## config.mk

```make
export PLATFORM = sky130hd
export DESIGN_NAME = ipv4_hdr_fwd
export DESIGN_NICKNAME = d
export VERILOG_FILES = /design/src/rtl/ipv4_hdr_pkg.sv /design/src/rtl/ipv4_hdr_parser.sv /design/src/rtl/ipv4_verdict_fifo.sv /design/src/rtl/ipv4_beat_delay.sv /design/src/rtl/ipv4_hdr_editor.sv /design/src/rtl/ipv4_hdr_fwd.sv
export SDC_FILE = /design/constraint.sdc
export NUM_CORES = 1
export LEC_CHECK = 0
export ABC_AREA = 1
export CORE_MARGIN = 4
export CORE_UTILIZATION = 60
export DETAILED_ROUTE_END_ITERATION = 16
export PLACE_DENSITY = 0.78
export SETUP_SLACK_MARGIN = 0.02
export SLEW_MARGIN = 40
export SYNTH_ARGS = -nofsm -noshare
export SYNTH_HDL_FRONTEND = slang
export SYNTH_HIERARCHICAL = 1
export SYNTH_SLANG_ARGS = --single-unit
```

## constraint.sdc

```tcl
create_clock -name clk -period 13.6 [get_ports clk]
set_input_delay 1.36 -clock clk [delete_from_list [all_inputs] [get_ports clk]]
set_output_delay 1.36 -clock clk [all_outputs]
set_load 0.03 [all_outputs]
```

## src/rtl/ipv4_hdr_pkg.sv

```systemverilog
package ipv4_hdr_pkg;

    localparam int WORD_W = 32;
    localparam int IHL_W  = 4;
    localparam int MAX_IHL = (1 << IHL_W) - 1;

    localparam logic [IHL_W-1:0] MIN_IHL  = IHL_W'(5);
    localparam logic [IHL_W-1:0] TTL_WORD = IHL_W'(2);
    localparam logic [3:0]       IP_VER   = 4'd4;

    typedef struct packed {
        logic [WORD_W-1:0] data;
        logic              den;
        logic              sof;
        logic              eof;
    } beat_t;

    typedef struct packed {
        logic             hdr_ok;
        logic             ttl_exp;
        logic [IHL_W-1:0] ihl;
    } verdict_t;

    typedef enum logic {
        P_IDLE,
        P_HDR
    } parse_st_t;

    // one's-complement 16-bit addition with end-around carry
    function automatic logic [15:0] oc_add(input logic [15:0] a, input logic [15:0] b);
        logic [16:0] s;
        s = {1'b0, a} + {1'b0, b};
        return s[15:0] + {15'b0, s[16]};
    endfunction

    function automatic logic [15:0] oc_word_add(input logic [15:0] acc,
                                                input logic [WORD_W-1:0] w);
        return oc_add(oc_add(acc, w[31:16]), w[15:0]);
    endfunction

    // checksum patch for a time-to-live lowered by one
    function automatic logic [15:0] csum_ttl_step(input logic [15:0] c);
        return oc_add(c, 16'h0100);
    endfunction

endpackage

```

## src/rtl/ipv4_hdr_parser.sv

```systemverilog
module ipv4_hdr_parser
    import ipv4_hdr_pkg::*;
(
    input  logic     clk,
    input  logic     rst,
    input  beat_t    in_b,
    output logic     push,
    output verdict_t push_v
);

    parse_st_t        st;
    logic [IHL_W-1:0] widx;
    logic [IHL_W-1:0] hlen;
    logic             ver_ok;
    logic             len_ok;
    logic [7:0]       ttl;
    logic [15:0]      acc;

    logic [IHL_W-1:0] ihl_in;
    logic [IHL_W-1:0] hlen_in;
    logic [15:0]      acc_first;
    logic [15:0]      acc_next;
    logic             hdr_last;

    always_comb begin
        ihl_in    = in_b.data[27:24];
        hlen_in   = (ihl_in < MIN_IHL) ? MIN_IHL : ihl_in;
        acc_first = oc_word_add(16'h0000, in_b.data);
        acc_next  = oc_word_add(acc, in_b.data);
        hdr_last  = (st == P_HDR) && (widx == hlen - IHL_W'(1));

        push   = 1'b0;
        push_v = '{hdr_ok: 1'b0, ttl_exp: 1'b0, ihl: hlen_in};

        if (in_b.den && in_b.sof) begin
            // a frame of one word cannot hold a header
            if (in_b.eof) begin
                push = 1'b1;
            end
        end else if (in_b.den && (st == P_HDR)) begin
            if (hdr_last) begin
                push           = 1'b1;
                push_v.hdr_ok  = ver_ok && len_ok && (acc_next == 16'hFFFF);
                push_v.ttl_exp = (ttl <= 8'd1);
                push_v.ihl     = hlen;
            end else if (in_b.eof) begin
                push       = 1'b1;
                push_v.ihl = hlen;
            end
        end
    end

    always_ff @(posedge clk) begin
        if (rst) begin
            st     <= P_IDLE;
            widx   <= '0;
            hlen   <= MIN_IHL;
            ver_ok <= 1'b0;
            len_ok <= 1'b0;
            ttl    <= '0;
            acc    <= '0;
        end else if (in_b.den) begin
            if (in_b.sof) begin
                st     <= in_b.eof ? P_IDLE : P_HDR;
                widx   <= IHL_W'(1);
                hlen   <= hlen_in;
                ver_ok <= (in_b.data[31:28] == IP_VER);
                len_ok <= (ihl_in >= MIN_IHL);
                acc    <= acc_first;
            end else if (st == P_HDR) begin
                acc  <= acc_next;
                widx <= widx + IHL_W'(1);
                if (widx == TTL_WORD) begin
                    ttl <= in_b.data[31:24];
                end
                if (push) begin
                    st <= P_IDLE;
                end
            end
        end
    end

endmodule

```

## src/rtl/ipv4_verdict_fifo.sv

```systemverilog
module ipv4_verdict_fifo #(
    parameter int DEPTH = 8,
    parameter int W     = 6
) (
    input  logic         clk,
    input  logic         rst,
    input  logic         push,
    input  logic [W-1:0] wdata,
    input  logic         pop,
    output logic [W-1:0] rdata,
    output logic         empty,
    output logic         full
);

    localparam int AW = $clog2(DEPTH);

    logic [W-1:0] mem [DEPTH];
    logic [AW:0]  wp;
    logic [AW:0]  rp;

    assign empty = (wp == rp);
    assign full  = (wp[AW] != rp[AW]) && (wp[AW-1:0] == rp[AW-1:0]);
    assign rdata = mem[rp[AW-1:0]];

    always_ff @(posedge clk) begin
        if (push && !full) begin
            mem[wp[AW-1:0]] <= wdata;
        end
    end

    always_ff @(posedge clk) begin
        if (rst) begin
            wp <= '0;
            rp <= '0;
        end else begin
            if (push && !full) begin
                wp <= wp + (AW+1)'(1);
            end
            if (pop && !empty) begin
                rp <= rp + (AW+1)'(1);
            end
        end
    end

endmodule

```

## src/rtl/ipv4_beat_delay.sv

```systemverilog
module ipv4_beat_delay
    import ipv4_hdr_pkg::*;
#(
    parameter int STAGES = 15
) (
    input  logic  clk,
    input  logic  rst,
    input  beat_t d_in,
    output beat_t d_out
);

    for (genvar s = 0; s < STAGES; s++) begin : g_stage
        beat_t q;
        if (s == 0) begin : g_first
            always_ff @(posedge clk) begin
                if (rst) q <= '0;
                else     q <= d_in;
            end
        end else begin : g_next
            always_ff @(posedge clk) begin
                if (rst) q <= '0;
                else     q <= g_stage[s-1].q;
            end
        end
    end

    assign d_out = g_stage[STAGES-1].q;

endmodule

```

## src/rtl/ipv4_hdr_editor.sv

```systemverilog
module ipv4_hdr_editor
    import ipv4_hdr_pkg::*;
(
    input  logic              clk,
    input  logic              rst,
    input  logic              drop_mode,
    input  beat_t             b,
    input  verdict_t          vq_rdata,
    input  logic              vq_empty,
    output logic              vq_pop,
    output logic [WORD_W-1:0] out_data,
    output logic              out_den,
    output logic              out_sof,
    output logic              out_eof,
    output logic              out_sop,
    output logic              out_hdr_err,
    output logic              icmp_req
);

    localparam int OW = IHL_W + 1;
    localparam logic [OW-1:0] IDX_MAX = '1;

    verdict_t        cur_v;
    logic            fwd;
    logic [OW-1:0]   oidx;
    logic            eof_seen;

    logic            is_sof;
    verdict_t        v_new;
    verdict_t        v_cur;
    logic            fwd_new;
    logic            fwd_cur;
    logic [OW-1:0]   idx_cur;
    logic            ended;
    logic            pass;
    logic            edit;
    logic            sop;
    logic [WORD_W-1:0] word_out;

    always_comb begin
        is_sof  = b.den && b.sof;
        v_new   = vq_empty ? '{hdr_ok: 1'b0, ttl_exp: 1'b0, ihl: MIN_IHL} : vq_rdata;
        vq_pop  = is_sof && !vq_empty;
        v_cur   = is_sof ? v_new : cur_v;
        fwd_new = v_new.hdr_ok ? !v_new.ttl_exp : !drop_mode;
        fwd_cur = is_sof ? fwd_new : fwd;
        idx_cur = is_sof ? '0 : oidx;
        ended   = is_sof ? 1'b0 : eof_seen;
        pass    = b.den && fwd_cur;
        edit    = pass && v_cur.hdr_ok && (idx_cur == {1'b0, TTL_WORD});
        sop     = pass && v_cur.hdr_ok && (idx_cur == {1'b0, v_cur.ihl}) && !ended;
        word_out = edit ? {b.data[31:24] - 8'd1, b.data[23:16], csum_ttl_step(b.data[15:0])}
                        : b.data;
    end

    always_ff @(posedge clk) begin
        if (rst) begin
            cur_v       <= '0;
            fwd         <= 1'b0;
            oidx        <= '0;
            eof_seen    <= 1'b0;
            out_data    <= '0;
            out_den     <= 1'b0;
            out_sof     <= 1'b0;
            out_eof     <= 1'b0;
            out_sop     <= 1'b0;
            out_hdr_err <= 1'b0;
            icmp_req    <= 1'b0;
        end else begin
            if (is_sof) begin
                cur_v <= v_new;
                fwd   <= fwd_new;
            end
            if (b.den) begin
                oidx     <= (idx_cur == IDX_MAX) ? idx_cur : idx_cur + OW'(1);
                eof_seen <= ended || b.eof;
            end
            out_data    <= pass ? word_out : '0;
            out_den     <= pass;
            out_sof     <= pass && b.sof;
            out_eof     <= pass && b.eof;
            out_sop     <= sop;
            out_hdr_err <= is_sof && !v_new.hdr_ok;
            icmp_req    <= is_sof && v_new.hdr_ok && v_new.ttl_exp;
        end
    end

endmodule

```

## src/rtl/ipv4_hdr_fwd.sv

```systemverilog
module ipv4_hdr_fwd
    import ipv4_hdr_pkg::*;
#(
    parameter int VQ_DEPTH = 8
) (
    input  logic        clk,
    input  logic        rst,
    input  logic [31:0] in_data,
    input  logic        in_den,
    input  logic        in_sof,
    input  logic        in_eof,
    input  logic        drop_mode,
    output logic [31:0] out_data,
    output logic        out_den,
    output logic        out_sof,
    output logic        out_eof,
    output logic        out_sop,
    output logic        out_hdr_err,
    output logic        icmp_req
);

    localparam int STAGES = MAX_IHL;
    localparam int VW     = $bits(verdict_t);

    beat_t          in_b;
    beat_t          dly_b;
    logic           vq_push;
    logic           vq_pop;
    logic           vq_empty;
    logic           vq_full;
    verdict_t       push_v;
    verdict_t       vq_rd;
    logic [VW-1:0]  vq_raw;

    assign in_b  = '{data: in_data, den: in_den, sof: in_sof, eof: in_eof};
    assign vq_rd = verdict_t'(vq_raw);

    ipv4_hdr_parser u_parser (
        .clk    (clk),
        .rst    (rst),
        .in_b   (in_b),
        .push   (vq_push),
        .push_v (push_v)
    );

    ipv4_verdict_fifo #(.DEPTH(VQ_DEPTH), .W(VW)) u_vq (
        .clk   (clk),
        .rst   (rst),
        .push  (vq_push),
        .wdata (push_v),
        .pop   (vq_pop),
        .rdata (vq_raw),
        .empty (vq_empty),
        .full  (vq_full)
    );

    ipv4_beat_delay #(.STAGES(STAGES)) u_delay (
        .clk   (clk),
        .rst   (rst),
        .d_in  (in_b),
        .d_out (dly_b)
    );

    ipv4_hdr_editor u_edit (
        .clk         (clk),
        .rst         (rst),
        .drop_mode   (drop_mode),
        .b           (dly_b),
        .vq_rdata    (vq_rd),
        .vq_empty    (vq_empty),
        .vq_pop      (vq_pop),
        .out_data    (out_data),
        .out_den     (out_den),
        .out_sof     (out_sof),
        .out_eof     (out_eof),
        .out_sop     (out_sop),
        .out_hdr_err (out_hdr_err),
        .icmp_req    (icmp_req)
    );

endmodule

```

==> results of run 1 <==
-- state kept, by name, indices dropped and copies added (netlist names), 4 cells and up, named ones only --
| register | count |
|---|---|
| u_delay/d_out | 35 |
| u_delay/g_stage.q | 490 |
| u_parser/acc | 16 |
| u_parser/hlen | 4 |
| u_edit/cur_v | 5 |
| u_vq/rp | 4 |
| u_parser/widx | 4 |
| u_vq/mem | 48 |
| u_parser/ttl | 7 |
| u_edit/out_data | 32 |
| u_vq/wp | 4 |
| u_edit/oidx | 5 |
-- cells in the final DEF (no fill, tap or decap), drive strengths merged --
cell type	instances
a21boi	1
a21oi	98
a221oi	2
a31oi	2
and2	6
buf	10
bufinv	12
clkbuf	83
clkdlybuf4s50	74
clkinv	15
clkinvlp	4
dfxtp	620
edfxtp	48
fa	3
ha	66
inv	774
nand2	449
nand3	117
nand3b	6
nand4	29
nor2	723
nor3	17
nor4	2
o211ai	2
o21a	3
o21ai	101
o21bai	11
o22ai	7
o31ai	1
or2	6
xnor2	18
xor2	31
-- metrics by stage --
step | util [%] | total power (uW) | instances | setup slack [ns]
after CTS | 68.40 | 4424 | 3879 | 5.416
after detailed placement | 63.10 | 2584 | 3764 | 4.796
after floorplan | - | 2443 | 3229 | 6.498
final | 68.43 | 4386 | 3880 | 5.412
after global routing | 68.43 | 4583 | 3880 | 4.270
after global placement | 63.06 | 2582 | 3763 | 4.887
-- routing by layer --
layer | routed length (um) | track usage (%) | up-vias
li1 | - | - | 9619
met1 | 23200 | 28.42 | 8338
met2 | 24510 | 38.93 | 379
met3 | 2287 | 3.288 | 98
met4 | 1392 | 6.981 | 0
met5 | 0 | 0 | -
-- worst reg2reg max path, delay by kind of cell (launching register included) --
family / cells / cell delay [ns]
adder cells (fa/ha/maj): 6 / 1.63
flip-flops: 1 / 0.36
AND/OR/NAND/NOR: 30 / 3.30
AO/OA/AOI/OAI: 7 / 1.02
buffers and inverters: 9 / 0.55
XOR/XNOR: 1 / 0.16
-- layout make-up --
type	instances	area, um^2
multi-input cells	1701	8215
repair buffers	84	834.6
clock buffers	83	1710
inverters	773	2902
clock inverters	32	514.2
flip-flops and latches	668	13850
fillers	3316	13240
well taps	539	674.4
-- report_power, final --
part	internal [uW]	switching (uW)
Combinational	163	371
Sequential	2000	11.2
Clock	1110	724
Total	3280	1110
-- how the worst max path moves through the flow --
stage | endpoint | slack (ns)
finish | u_vq/mem[6][5] | 5.41
detailed placement | u_vq/mem[5][5] | 4.80
floorplan | u_vq/mem[0][5] | 6.50
CTS | u_vq/mem[4][5] | 5.42
global route | u_vq/mem[1][5] | 4.27
global placement | u_vq/mem[5][5] | 4.89
==> results.md, run 1 <==
- # Post-CTS Setup Buffers: 0
- Syn_nets: 3336
- Pre-antenna DRT Iters: 6
- Setup CP Type: primary input to flip-flop
- Min-delay src: u_delay/g_stage[4].q[29]
- Worst path top cell family by delay: simple AND/OR/NAND/NOR gates
- Reg-to-reg endpoint: u_vq/mem[6][5]
- Crit end category: flip-flop
- Crit path max fanout: 8
- Share of layout cells above drive strength 1: 5.956%
- Final wirelength: 51390 um
- PwrDens: 152.8 nW/um^2
- Io pins: 76
- Post-Syn Area: 25510 um^2
- GRT overflow: 0
- Die footprint: 45880 um^2
- Root Driver: clkbuf_16
- Final period util: 60.21%
- Post-Syn Instances: 3229
- Reg clk slew, reported paths: 0.06 ns
- Final max-slew violation count: 0
- Initial antenna violation count: 0
- Final instance area: 28700 um^2
- Number of CTS-inserted buffers: 61
- Effective utilization at floorplan: 60.81%
- Final hold violations: 0
- HP Class: flip-flop to flip-flop
- Worst Setup SP: in_data[16]
- CP peak stage delay: 0.52 ns
- CTS Buffer Depth: 3
- Clk_skew: 0.03431 ns
- CP bufs+invs: 10
- Vias in the first global route: 17880
- Min Tclk post-route: 8.188 ns
- Area Overhead vs Synth: 12.52%
- Setup TNS: 0 ns
- Die extent in y: 214.2 um
- Post-cts sizing count: 0
- Data required, critical path: 13.97 ns
- CTS Hold Bufs: 0
- Hold path cells: 2
- Crit Reg-Reg Startpoint: u_parser/acc[0]
- Max-slew headroom: 44.80%
- Max-cap violations: 0
- Highest clock rate: 0.1221 GHz
- Path depth of the worst reg2reg path: 53
- GPL Wtd Cong: 0.9326
- Hold_ws: 0.3708 ns
- Placement Cell Area: 26470 um^2
- DRT iter0 DRCs: 1153
- Ant. Diodes: 0
- Leakage: 0.01232 uW
- Slowest CP cell: clkdlybuf4s50_1
- Rows: 75
- Largest net degree at the start of global routing: 115
- CTS tree: built
- Core footprint: 41950 um^2
- FF-to-FF setup slack: 6.35 ns
- Port bufs: 75
- Worst-margin pin slew: 0.8271 ns
- Final setup viols: 0
- H-tree depth: 2
- Unrepaired setup endpoints after global routing: false
- Critical path depth in cells: 54
- Hold EP: u_delay/g_stage[5].q[29]
- DR WL/cell: 13.25 um
- Worst EP arrival: 8.55 ns
- Final #Nets: 3396
- Status: finished, final reports clean
- Synth warn: 6
- CP Launch Type: primary input
- HPWL after DPL: 36110 um
- Crit path top cell by count: nor2_1
- First-pass GRT wire length: 84550 um
- Routed vias: 18430
- Syn Area/Cell: 7.900 um^2
- VDD IR max: 103.7 uV
- ANT nets after route: 0
- Drc violations: 0
- Overall routing resource usage: 22.17%
- Die X: 214.2 um
- CTS Sinks: 668
- Worst skew pair latency: 0.63 ns
- Via/cell ratio: 4.751
No activity file was read; power rests on OpenSTA's default activity.
==> inputs of run 2 (changes only) <==
--- a/config.mk
+++ b/config.mk
@@ -7,9 +7,9 @@
 export LEC_CHECK = 0
 export ABC_AREA = 1
 export CORE_MARGIN = 4
-export CORE_UTILIZATION = 60
+export CORE_UTILIZATION = 55
 export DETAILED_ROUTE_END_ITERATION = 16
-export PLACE_DENSITY = 0.78
+export PLACE_DENSITY = 0.75
 export SETUP_SLACK_MARGIN = 0.02
 export SLEW_MARGIN = 40
 export SYNTH_ARGS = -nofsm -noshare
==> constraint.sdc (replaced) <==
create_clock -name clk -period 7.2 [get_ports clk]
set_input_delay 0.72 -clock clk [delete_from_list [all_inputs] [get_ports clk]]
set_output_delay 0.72 -clock clk [all_outputs]
set_load 0.03 [all_outputs]
==> results.md, run 2 (synthesis results as in run 1) <==
- Worst EP arrival: 7.00 ns
- Ant. Diodes: 0
- Hold EP: u_delay/g_stage[8].q[7]
- CTS Hold Bufs: 0
- GPL Wtd Cong: 0.9849
- Setup CP Type: primary input to flip-flop
- Final max-slew violation count: 0
- Clk_skew: 0.01361 ns
- Leakage: 0.01263 uW
- Root Driver: clkbuf_16
- Slowest CP cell: clkdlybuf4s50_1
- Most frequent cells in the layout: inv_1 (757), nor2_1 (703), dfxtp_1 (619)
- Worst-margin pin slew: 0.6806 ns
- Final hold violations: 0
- CTS Sinks: 668
- Final instance area: 29260 um^2
- DP Worst Slack: -0.2773 ns
- Vias in the first global route: 17570
- Data required, critical path: 7.63 ns
- CP Launch Type: primary input
- Pre-antenna DRT Iters: 7
- Path depth of the worst reg2reg path: 53
- FF-to-FF setup slack: 0.70 ns
- Most common cell after layout, fill and taps aside: inv_1
- Share of layout cells above drive strength 1: 8.257%
- Area Overhead vs Synth: 14.71%
- HPWL after DPL: 37320 um
- Routed vias: 18630
- Max FFs per register: 490
- Final wirelength: 52030 um
- H-tree depth: 3
- Overall routing resource usage: 20.66%
- Rows: 78
- Setup ws final: 0.6331 ns
- DR WL/cell: 13.00 um
- Core footprint: 45580 um^2
- Placement Cell Area: 26960 um^2
- Crit end category: flip-flop
- Die extent in y: 223.4 um
- Max-cap violations: 0
- Initial antenna violation count: 0
- HP Class: flip-flop to flip-flop
- Hold path cells: 2
- Min-delay src: u_delay/g_stage[7].q[7]
- Final setup viols: 0
- Status: finished, final reports clean
- DRT iter0 DRCs: 1121
- VDD IR max: 184.7 uV
- Port bufs: 75
- Worst skew pair latency: 0.58 ns
- Reg-to-reg endpoint: u_vq/mem[7][5]
- Drc violations: 0
- Die footprint: 49890 um^2
- Io pins: 76
- Final period util: 91.21%
- Top reg by flops: u_delay/g_stage.q
- CTS Buffer Depth: 3
- Max-slew headroom: 54.46%
- PwrDens: 283.8 nW/um^2
- First-pass GRT wire length: 84480 um
- Largest net degree at the start of global routing: 216
- Effective utilization at floorplan: 55.97%
- Crit path top cell by count: nand2_1
- Via/cell ratio: 4.655
- Total Power: 8305 uW
- CP peak stage delay: 0.48 ns
- CTS tree: built
- Unrepaired setup endpoints after global routing: false
- Min Tclk post-route: 6.567 ns
- ANT nets after route: 0
- Final #Nets: 3461
- Die X: 223.4 um
- Reg clk slew, reported paths: 0.06 ns
- Crit path max fanout: 8
- Highest clock rate: 0.1523 GHz
- Crit Reg-Reg Startpoint: u_parser/acc[0]
- GRT overflow: 0
- Number of CTS-inserted buffers: 67
run 2: cell type report:
cell class	count	area, um^2
fillers	3867	16310
repair buffers	143	1318
multi-input cells	1701	8259
flip-flops and latches	668	13850
well taps	600	750.7
clock buffers	89	1869
inverters	773	2902
clock inverters	29	309.0
run 2: metal layers:
metal | vias to the layer above | track usage (%) | share of wire, %
met5 | - | 0 | 0
met4 | 0 | 6.622 | 2.3
met1 | 8392 | 26.62 | 45
li1 | 9757 | - | -
met3 | 93 | 3.500 | 4.6
met2 | 391 | 35.57 | 48
run 2: report_power, final:
| part | internal [uW] | switching (uW) |
|---|---|---|
| registers | 3780 | 20.9 |
| clock network | 1990 | 1390 |
| logic | 394 | 734 |
run 2: worst max path at each step:
| stage | from | end | slack [ns] | cells after the start |
|---|---|---|---|---|
| after floorplan | in_data[16] | u_vq/mem[0][5] | 0.74 | 53 |
| after global placement | in_data[16] | u_vq/mem[6][5] | -0.16 | 54 |
| after detailed placement | in_data[16] | u_vq/mem[6][5] | -0.28 | 55 |
| after CTS | in_data[16] | u_vq/mem[7][5] | 0.31 | 55 |
| after global routing | in_data[17] | u_vq/mem[7][5] | 0.007 | 54 |
| final | in_data[17] | u_vq/mem[7][5] | 0.63 | 53 |
run 2: what timing repair did:
| action | 4_1_cts | 5_1_grt |
|---|---|---|
| gates resized for setup | 0 | 13 |
| endpoints found under the setup margin | 0 | 14 |
| setup buffers | 0 | 5 |
run 2: through the flow:
step                hold slack, ns  TNS (ns)  instances  util [%]
global placement            0.3882    -1.287       3877     59.14
detailed placement          0.3916    -2.318       3878     59.16
global route                0.4089         0       4003     64.20
finish                      0.3945         0       4003     64.20
CTS                         0.3986         0       3996     63.94
floorplan                   0.3883         0       3229         -
run 2: worst max-delay path: cells and delay by family:
family          cells  cell delay, ns
compound gates      7            0.96
simple gates       29            2.71
fa+ha+maj           5            1.21
xor+xnor            1            0.15
buf+inv            11            1.20
==> inputs of run 3 (changes only) <==
--- a/config.mk
+++ b/config.mk
@@ -9,7 +9,7 @@
 export CORE_MARGIN = 4
 export CORE_UTILIZATION = 55
 export DETAILED_ROUTE_END_ITERATION = 16
-export PLACE_DENSITY = 0.75
+export PLACE_DENSITY = 0.8
 export SETUP_SLACK_MARGIN = 0.02
 export SLEW_MARGIN = 40
 export SYNTH_ARGS = -nofsm -noshare
==> results.md, run 3 (synthesis results as in run 1) <==
- CTS Sinks: 668
- Port bufs: 75
- PwrDens: 277.4 nW/um^2
- Number of CTS-inserted buffers: 60
- Initial antenna violation count: 0
- Area Overhead vs Synth: 13.65%
- GPL Wtd Cong: 0.9377
- Die footprint: 49890 um^2
- Worst skew pair latency: 0.60 ns
- Data required, critical path: 7.65 ns
- CP bufs+invs: 8
- Final #Nets: 3428
- Largest net degree at the start of global routing: 139
- Reg clk slew, reported paths: 0.06 ns
- CTS tree: built
- Fillers: 3762
- GRT overflow: 0
- First-pass GRT wire length: 77400 um
- Worst EP arrival: 6.95 ns
- Unrepaired setup endpoints after global routing: false
- DRT iter0 DRCs: 1254
- Most frequent cells in the layout: inv_1 (754), nor2_1 (702), dfxtp_1 (619)
- Die extent in y: 223.4 um
- Storage cell area: 13850 um^2
- Max-cap violations: 0
- Final setup viols: 0
- Max FFs per register: 490
- HPWL after DPL: 32750 um
- Clk_skew: 0.01145 ns
- H-tree depth: 2
- Effective utilization at floorplan: 55.97%
- Hold path cells: 2
- CP peak stage delay: 0.48 ns
- Final core utilization: 63.61%
- Slowest CP cell: clkdlybuf4s50_1
- Top reg by flops: u_delay/g_stage.q
- Hold_ws: 0.3939 ns
- Crit path top cell by count: nand2_1
- Crit end category: flip-flop
- Io pins: 76
- Status: finished, final reports clean
- ANT nets after route: 0
- Final max-slew violation count: 0
- Max-slew headroom: 45.68%
- Rows: 78
- Multi-input gate area: 8304 um^2
- Routed vias: 18220
- Drc violations: 0
- Worst path top cell family by delay: simple AND/OR/NAND/NOR gates
- Core footprint: 45580 um^2
- Leakage: 0.01245 uW
- Crit path max fanout: 8
- HP Class: flip-flop to flip-flop
- Ant. Diodes: 0
- Die X: 223.4 um
- Final period util: 90.28%
- Path depth of the worst reg2reg path: 53
- Via/cell ratio: 4.588
- Share of layout cells above drive strength 1: 7.622%
- Root Driver: clkbuf_16
- Critical path depth in cells: 51
- Highest clock rate: 0.1538 GHz
- CTS Buffer Depth: 3
- Final hold violations: 0
- Setup CP Type: primary input to flip-flop
- CP Launch Type: primary input
- DR WL/cell: 11.88 um
- CTS Hold Bufs: 0
- VDD IR max: 205.7 uV
- Pre-antenna DRT Iters: 5
- Most common cell after layout, fill and taps aside: inv_1
- Min Tclk post-route: 6.500 ns
- Worst-margin pin slew: 0.8139 ns
- Final wirelength: 47190 um
- Overall routing resource usage: 18.50%
- Vias in the first global route: 16840
- Total Power: 8043 uW
## run 3: cell types whose count changed in the layout (fill, tap and decap cells not counted), sizes merged
cell,delta
buf,-26
bufinv,-1
clkdlybuf4s50,-1
clkinv,-1
clkinvlp,+1
dlymetal6s2s,+1
inv,-4
## run 3: area by class of cell
class | instances | share of cell area, %
repair buffers | 117 | 3.919
flip-flops and latches | 668 | 47.79
inverters | 773 | 10.01
clock inverters | 24 | 0.7984
multi-input cells | 1701 | 28.64
clock buffers | 89 | 6.249
well taps | 600 | 2.590
## run 3: final timing paths
check	from	end	slack, ns
worst min-delay path	u_delay/g_stage[11].q[31]	u_delay/g_stage[12].q[31]	0.39
worst max-delay path	in_data[18]	u_vq/mem[0][5]	0.70
worst min register to register	u_delay/g_stage[11].q[31]	u_delay/g_stage[12].q[31]	0.39
worst max register to register	u_parser/acc[0]	u_vq/mem[0][5]	0.74
## run 3: repair_timing
action	in CTS	in global routing
endpoints found under the hold margin	0	0
endpoints found under the setup margin	0	13
gates resized for setup	0	25
setup buffers	0	2
## run 3: where the power goes
part | internal (uW) | total [uW] | switching [uW]
registers | 3780 | 3800 | 19.4
logic | 358 | 1060 | 702
clock network | 1850 | 3180 | 1330
## run 3: worst reg2reg max path, delay by kind of cell (launching register included)
family,cells,cell delay [ns]
and+or+nand+nor,30,2.76
adders and majority gates,6,1.40
AOI/OAI and AO/OA,7,0.98
buffers and inverters,9,0.70
DFF,1,0.35
xor gates and xnor gates,1,0.13
## run 3: through the flow
step / instances / instance area (um^2) / setup TNS, ns / setup WS, ns
floorplan: 3229 / 25510 / 0 / 0.7378
global placement: 3853 / 26760 / 0 / 0.005568
detailed placement: 3857 / 26840 / -1.219 / -0.1525
CTS: 3970 / 28880 / 0 / 0.4647
global route: 3972 / 28990 / 0 / 0.02585
finish: 3972 / 28990 / 0 / 0.7001
## run 3: metal layers
metal	vias to the layer above	global-route usage, %	share of wire (%)
li1	9677	-	-
met1	8022	23.02	44
met2	428	32.92	48
met3	96	2.882	5.1
met4	0	6.105	2.9
met5	-	0	0
